## src/rtl/cal_seq_pkg.sv

```systemverilog
package cal_seq_pkg;
  typedef enum logic [1:0] {
    CS_IDLE = 2'd0,
    CS_TRIM = 2'd1,
    CS_BIAS = 2'd2
  } cal_state_e;
endpackage

```

## src/rtl/cal_req_qual.sv

```systemverilog
// Qualifies a request as LOW_MIN low samples followed by HIGH_MIN high samples.
module cal_req_qual #(
  parameter int LOW_MIN  = 4,
  parameter int HIGH_MIN = 3
) (
  input  logic clk,
  input  logic rst_n,
  input  logic clr,
  input  logic req,
  output logic fire
);
  localparam int LW = $clog2(LOW_MIN + 1);
  localparam int HW = $clog2(HIGH_MIN + 1);

  logic [LW-1:0] lo_cnt, lo_nxt;
  logic [HW-1:0] hi_cnt, hi_nxt;
  logic          armed, armed_nxt;

  assign fire = req & armed & ~clr & (hi_cnt == HW'(HIGH_MIN - 1));

  always_comb begin
    lo_nxt    = lo_cnt;
    hi_nxt    = hi_cnt;
    armed_nxt = armed;
    if (clr) begin
      lo_nxt    = '0;
      hi_nxt    = '0;
      armed_nxt = 1'b0;
    end else if (!req) begin
      hi_nxt    = '0;
      if (lo_cnt != LW'(LOW_MIN)) lo_nxt = lo_cnt + 1'b1;
      armed_nxt = (lo_nxt == LW'(LOW_MIN));
    end else begin
      lo_nxt = '0;
      if (fire) begin
        hi_nxt    = '0;
        armed_nxt = 1'b0;
      end else if (armed) begin
        hi_nxt = hi_cnt + 1'b1;
      end
    end
  end

  always_ff @(posedge clk or negedge rst_n) begin
    if (!rst_n) begin
      lo_cnt <= '0;
      hi_cnt <= '0;
      armed  <= 1'b0;
    end else begin
      lo_cnt <= lo_nxt;
      hi_cnt <= hi_nxt;
      armed  <= armed_nxt;
    end
  end
endmodule

```

## src/rtl/cal_phase_timer.sv

```systemverilog
// Fixed-length phase model: done strobes on the DUR-th cycle of run.
module cal_phase_timer #(
  parameter int DUR = 8
) (
  input  logic clk,
  input  logic rst_n,
  input  logic run,
  output logic done
);
  localparam int CW = $clog2(DUR + 1);

  logic [CW-1:0] cnt, cnt_nxt;

  assign done = run & (cnt == CW'(DUR - 1));

  always_comb begin
    if (!run || done) cnt_nxt = '0;
    else              cnt_nxt = cnt + 1'b1;
  end

  always_ff @(posedge clk or negedge rst_n) begin
    if (!rst_n) cnt <= '0;
    else        cnt <= cnt_nxt;
  end
endmodule

```

## src/rtl/cal_seq_top.sv

```systemverilog
module cal_seq_top #(
  parameter int LOW_MIN   = 4,
  parameter int HIGH_MIN  = 3,
  parameter int TRIM_CYC  = 12,
  parameter int BIAS_CYC  = 20,
  parameter bit PWRUP_CAL = 1'b1
) (
  input  logic clk,
  input  logic rst_n,
  input  logic req_pin,
  input  logic req_reg,
  input  logic src_sel,
  input  logic trim_dis,
  input  logic cpa_en,
  input  logic pwr_down,
  input  logic or_raw,
  output logic busy,
  output logic dclk_en,
  output logic data_valid,
  output logic or_flag
);
  import cal_seq_pkg::*;

  logic [1:0]  rst_q;
  logic        srst_n;
  cal_state_e  state, state_nxt;
  logic        pend, pend_nxt;
  logic        req_sel, fire, allowed, start;
  logic        trim_done, bias_done;

  // Reset: asserted asynchronously, released through two flops
  always_ff @(posedge clk or negedge rst_n) begin
    if (!rst_n) rst_q <= 2'b00;
    else        rst_q <= {rst_q[0], 1'b1};
  end
  assign srst_n = rst_q[1];

  assign req_sel = src_sel ? req_reg : req_pin;

  cal_req_qual #(.LOW_MIN(LOW_MIN), .HIGH_MIN(HIGH_MIN)) u_qual (
    .clk  (clk),
    .rst_n(srst_n),
    .clr  (busy),
    .req  (req_sel),
    .fire (fire)
  );

  cal_phase_timer #(.DUR(TRIM_CYC)) u_trim_tmr (
    .clk  (clk),
    .rst_n(srst_n),
    .run  (state == CS_TRIM),
    .done (trim_done)
  );

  cal_phase_timer #(.DUR(BIAS_CYC)) u_bias_tmr (
    .clk  (clk),
    .rst_n(srst_n),
    .run  (state == CS_BIAS),
    .done (bias_done)
  );

  assign allowed = ~pwr_down & (~cpa_en | trim_dis);
  assign start   = (fire | pend) & allowed & (state == CS_IDLE);

  always_comb begin
    state_nxt = state;
    pend_nxt  = pend & ~start;
    unique case (state)
      CS_IDLE: if (start) state_nxt = trim_dis ? CS_BIAS : CS_TRIM;
      CS_TRIM: if (trim_done) state_nxt = CS_BIAS;
      CS_BIAS: if (bias_done) state_nxt = CS_IDLE;
      default: state_nxt = CS_IDLE;
    endcase
  end

  always_ff @(posedge clk or negedge srst_n) begin
    if (!srst_n) begin
      state <= CS_IDLE;
      pend  <= PWRUP_CAL;
    end else begin
      state <= state_nxt;
      pend  <= pend_nxt;
    end
  end

  assign busy       = (state != CS_IDLE);
  assign dclk_en    = (state != CS_TRIM);
  assign data_valid = ~busy;
  assign or_flag    = or_raw & ~busy;
endmodule

```

## config.mk

```make
export PLATFORM = sky130hd
export DESIGN_NAME = cal_seq_top
export DESIGN_NICKNAME = d
export VERILOG_FILES = /design/src/rtl/cal_seq_pkg.sv /design/src/rtl/cal_req_qual.sv /design/src/rtl/cal_phase_timer.sv /design/src/rtl/cal_seq_top.sv
export SDC_FILE = /design/constraint.sdc
export NUM_CORES = 1
export LEC_CHECK = 0
export ABC_AREA = 0
export BUFFER_PORTS_ARGS = -buffer_cell sky130_fd_sc_hd__buf_4
export CAP_MARGIN = 0
export CORE_UTILIZATION = 29
export CTS_CLUSTER_DIAMETER = 120
export DETAILED_ROUTE_END_ITERATION = 7
export PLACE_DENSITY = 0.55
export SLEW_MARGIN = 5
export SYNTH_ARGS = -nofsm -noshare
export SYNTH_HDL_FRONTEND = slang
export SYNTH_SLANG_ARGS = --single-unit
```

## constraint.sdc

```tcl
create_clock -name clk -period 2.5 [get_ports clk]
set_clock_uncertainty 0.15 [all_clocks]
set_input_delay 0.5 -clock clk [delete_from_list [all_inputs] [get_ports clk]]
set_output_delay 0.5 -clock clk [all_outputs]
set_load 0.02 [all_outputs]
```

# [Word level (Yosys, flattened, before mapping)]
# Cells that the tools add are included.
[word_totals] register_bits=20 output_inout_bits=4 memories=0 ram_bits=0 inputBits=9 latch_bits=0 mem_bits_ro=0
[classes] eq_ne=13 magnitude_cmp=0 add_sub_neg=4 multipliers=0 div_mod_pow=0 shifts=0 n_mux=20 bitwise=16 n_reduce_logical=7
[ops] operator="2-to-1 mux 2 bit" n=8
[ops] operator="2-to-1 mux 3 bit" n=5
[ops] operator="bitwise AND 1 bit" n=10
[ops] operator="inequality test 2 bit (second input constant)" n=3
[ops] operator="case mux 2 bit (3 select lines)" n=1
[ops] operator="adder 5 x 1 -> 5 bit (second input constant)" n=1
[ops] operator="== test 5 bit (second input constant)" n=1
[ops] operator="2-to-1 mux 5 bit" n=1
[ops] operator="adder 4 x 1 -> 4 bit (second input constant)" n=1
[ops] operator="== test 2 bit (second input constant)" n=2
[ops] operator="== test 4 bit (second input constant)" n=1
[ops] operator="2-to-1 mux 1 bit" n=4
[ops] operator="2-to-1 mux 4 bit" n=1
[ops] operator="inequality test 4 x 3 -> 1 bit (second input constant)" n=1
[ops] operator="NOT 1 bit" n=4
[ops] operator="adder 3 x 1 -> 3 bit (second input constant)" n=1
[ops] operator="== test 3 bit (second input constant)" n=1
[ops] operator="inequality test 3 x 2 -> 1 bit (second input constant)" n=1
[ops] operator="inequality test 3 bit (second input constant)" n=1
[ops] operator="AND reduction 3 bit" n=1
[ops] operator="adder 2 x 1 -> 2 bit (second input constant)" n=1
[ops] operator="== test 2 x 1 -> 1 bit (second input constant)" n=1
[ops] operator="zero test 1 bit" n=2
[ops] operator="zero test 2 bit" n=1
[ops] operator="4 further kinds" n=6

# [Logic depth before layout (Yosys ltp)]
[depth] ltp_word=9 ltp_mapped=6

# [By module]
# A second synthesis with hierarchy kept.
[unflattened] hier_cells=98 hier_area_um2=1031.0
[by_module_without_submodules] mod="cal_req_qual" n_inst=1 cells_per_inst=35 area_each_um2=337.8
[by_module_without_submodules] mod="cal_phase_timer (u_bias_tmr)" n_inst=1 cells_per_inst=24 area_each_um2=264.0
[by_module_without_submodules] mod="cal_seq_top" n_inst=1 cells_per_inst=22 area_each_um2=236.5
[by_module_without_submodules] mod="cal_phase_timer (u_trim_tmr)" n_inst=1 cells_per_inst=17 area_each_um2=192.7

# [Worst setup path before layout]
# OpenSTA, ideal clock, no wires.
[synth_path] kind="reg2out" startpoint="register state[0]" endpoint="output or_flag" setup_slack_ns=0.824 arrival_ns=1.026 path_stages_with_launch=4 cell_sequence="dfrtp_1 or2_4 clkinv_4 and2_1"
[synth_between] elab_chain_len=3
[synth_rtl] item="start, declared" line="cal_seq_top.sv:26" rtl="cal_state_e state, state_nxt;"
[synth_rtl] item="start signal, assigned" line="cal_seq_top.sv:81" rtl="state <= state_nxt;"
[synth_rtl] item="nonzero test 2 bit" line="cal_seq_top.sv:86" rtl="assign busy = (state != CS_IDLE);"
[synth_rtl] item="named net busy" line="cal_seq_top.sv:17" rtl="output logic busy,"
[synth_rtl] item="NOT 1 bit"
[synth_rtl] item="named net data_valid" line="cal_seq_top.sv:19" rtl="output logic data_valid,"
[synth_rtl] item="bitwise AND 1 bit" line="cal_seq_top.sv:89" rtl="assign or_flag = or_raw & ~busy;"
[synth_rtl] item="end, declared" line="cal_seq_top.sv:20" rtl="output logic or_flag"
# The timed path passes the listed nets, and every way through them passes these cells.

# [Final worst setup path]
[layout_path] startpoint="register state[0]" endpoint="output or_flag"
[layout_between] elab_chain_len=3
[layout_rtl] item="nonzero test 2 bit" line="cal_seq_top.sv:86"
[layout_rtl] item="NOT 1 bit" line="cal_seq_top.sv:89"
[layout_rtl] item="bitwise AND 1 bit" line="cal_seq_top.sv:89"
# Every way passes these cells.

==> summary.md <==
| Metric | Value |
|---|---|
| Clk buf depth | `2` |
| CP delay by family, top | `flip-flops` |
| Routed WL | `1420 µm` |
| ANT nets after route | `0` |
| Worst hold path type | `register to asynchronous set/reset pin` |
| Std cell rows | `20` |
| Max stage delay on crit path | `about 0.44 ns` |
| Final nets | `roughly 120` |
| GR Overflow Total | `0` |
| Setup TNS | `0 ns` |
| Area grow syn2layout | `19.5%` |
| Register area share after synthesis | `a little over half` |
| Die X | `between 50 and 60 µm` |
| Drt pass-1 iters | `4` |
| Critical Path Start Type | `register` |
| Status | `completed` |
| Crit path required time | `~1.9 ns` |
| Pwr dens | `about 520 nW/µm²` |
| Post-CTS sizing | `0` |
| Relative slew slack | `approximately half` |
| Worst slew pin tran | `0.722 ns` |
| Critical Setup Path Class | `register to primary output` |
| Hold WS | `roughly 0.15 ns` |
| Gp weighted congestion | `around 0.7` |
| Yosys synthesis warning count | `0` |
| Die Footprint | `between 3000 and 4000 µm²` |
| Post-Synthesis Net Count | `97` |
| WP buf/inv | `2` |
| Commonest non-fill, non-tap cell in the layout | `dfrtp_1` |
| RSZ-0062 raised after global routing | `false` |
| TritonCTS Buffers | `3` |
| Total power | `573 µW` |
| Share of layout cells above drive strength 1 | `about 22%` |
| Clock slew at reported path FFs | `roughly 0.11 ns` |
| I/O pin total | `13` |
| Crit-path slowest cell | `dfrtp_1` |
| Crit-path cells | `or2_4 -> clkinv_4 -> and2_1 -> buf_4` |
| Synth top area share | `51.1%` |
| Layout filler cell count | `between 300 and 400` |
| Slew Viols, Final | `0` |
| Diodes inserted | `0` |
| Most frequent cells in the layout | `19 x dfrtp_1, 17 x nor2_1, 12 x buf_4, 5 x inv_1, 4 x ha_1` |
| CTS tree | `built` |
| Initial antenna violation count | `0` |
| Initial core utilization | `30.5%` |
| VDD IR max | `roughly 0.00022 V` |
| P_leak | `slightly below 0.5 nW` |
| Fin. Hold Viols | `0` |
| Die span in y | `roughly 59 µm` |
| R2R Setup Slk | `0.92 ns` |
| Number of global-route vias before repair | `between 500 and 600` |
| Area leader, netlist | `dfrtp_1` |
| Initial drt markers | `10` |
| GRT Util Overall | `under 10%` |
| Fin crit share | `80.8%` |
| Post-synthesis instance area | `930 µm²` |
| Root Driver | `clkbuf_4` |
| Post-Syn Area per Cell | `11.1 µm²` |
| Vias per inst | `4.19` |
| Detail Placement HPWL | `~1100 µm` |
| CP Data Arrival Time | `approximately 1.4 ns` |
| Wire length per cell | `~10 µm` |
| Port-buffer cells | `12` |
| Max Cap Viol | `0` |
| First-pass GRT wire length | `about 2400 µm` |
| Post-Syn Instances | `between 80 and 90` |
| H-tree levels | `1` |
| Clock Latency Late Sink | `approximately 0.29 ns` |
| Core region area | `slightly above 3000 µm²` |
| Fmax | `0.495 GHz` |
| Top post-synthesis cells by area | `dfrtp_1 51%, nor2_1 6.9%, ha_1 5.4%, dfstp_2 2.8%, xnor2_1 2.8%` |
| CP Max Fanout | `6` |
| DR vias | `roughly 600` |
| Synth Register Bits | `20` |
| Setup crit end kind | `primary output` |
| Period minus WS final | `just over 2 ns` |
| Clk sink count | `20` |
| Largest net degree at the start of global routing | `19` |
| Yosys cell types | `32` |
| DRC Markers | `0` |
| Final setup vio count | `0` |
cells in the mapped netlist:
cell type  number
dfrtp_1        19
nor2_1         17
inv_1           5
ha_1            4
nand2_1         3
nand2b_1        3
nand3_1         3
xnor2_1         3
xor2_1          3
a21oi_1         2
a21boi_0        1
a221oi_1        1
a311o_1         1
a31o_1          1
and2_1          1
and3_1          1
clkinv_4        1
conb_1          1
dfstp_2         1
mux2_2          1
mux2i_1         1
mux2i_4         1
nand2_4         1
nand3b_1        1
nor2b_1         1
nor4b_1         1
nor4b_2         1
o211ai_1        1
o21ai_0         1
o21bai_1        1
or2_4           1
or3_1           1
power by group:
group          leakage [nW]  total, mW  internal (mW)  switching [mW]
Sequential            0.268      0.351          0.336          0.0146
Combinational         0.203     0.0671         0.0368          0.0303
Clock                0.0150      0.155         0.0620          0.0925
sequential cells by signal (all words and copies together) (netlist names):
register and count:
u_bias_tmr.cnt 5, u_trim_tmr.cnt 4, u_qual.lo_cnt 3, rst_q 2, state 2, u_qual.hi_cnt 2, pend 1, u_qual.armed 1
stage by stage:
step	utilization, %	instances	setup WS [ns]	instance area [µm²]
global placement	35.2	140	0.833	1070
global route	36.4	145	0.398	1110
detailed placement	35.2	140	0.809	1070
CTS	36.4	145	0.455	1110
finish	36.4	145	0.480	1110
floorplan	-	84	0.824	930
cell type report:
class | instances | area (µm²) | share of cell area, %
Clock buffer | 4 | 26.3 | 2.36
Multi-Input combinational cell | 58 | 400 | 36.0
Inverter | 6 | 27.5 | 2.48
Timing Repair Buffer | 13 | 100 | 9.01
Sequential cell | 20 | 502 | 45.2
Tap cell | 44 | 55.1 | 4.95
per-layer routing:
metal | global-route usage, % | share of wire [%] | up-vias | wire length, µm
met5 | 0 | 0 | - | 0
met4 | 1.02 | 0 | 0 | 0
met3 | 3.96 | 3.5 | 0 | 50
met2 | 15.6 | 51 | 6 | 727
met1 | 11.7 | 45 | 291 | 640
li1 | - | - | 311 | -
worst paths after layout:
check,from,to,depth (start not counted)
max,state[0],or_flag,4
min,rst_q[1],u_trim_tmr.cnt[3],0
max reg2reg,u_trim_tmr.cnt[0],state[1],5
min reg2reg,rst_q[1],u_trim_tmr.cnt[3],0
max in group asynchronous,rst_q[1],u_qual.hi_cnt[1],0
min in group clk,rst_q[0],rst_q[1],0
cell families (layout without fill, tap and decap cells):
group	after synthesis	count (layout)	share of synthesized area (%)
simple gates	35	35	19.9
flops	20	20	54.0
compound gates	9	9	7.00
xor+xnor	6	6	5.65
buf+inv	6	23	2.96
fa+ha+maj	4	4	5.38
mux	3	3	4.71
other cells	1	1	0.403
repair_timing:
item | CTS | global route
hold endpoints to repair | 2 | 0
hold buffers | 1 | 0
setup buffers | 0 | 0
No activity file was read; power rests on OpenSTA's default activity.
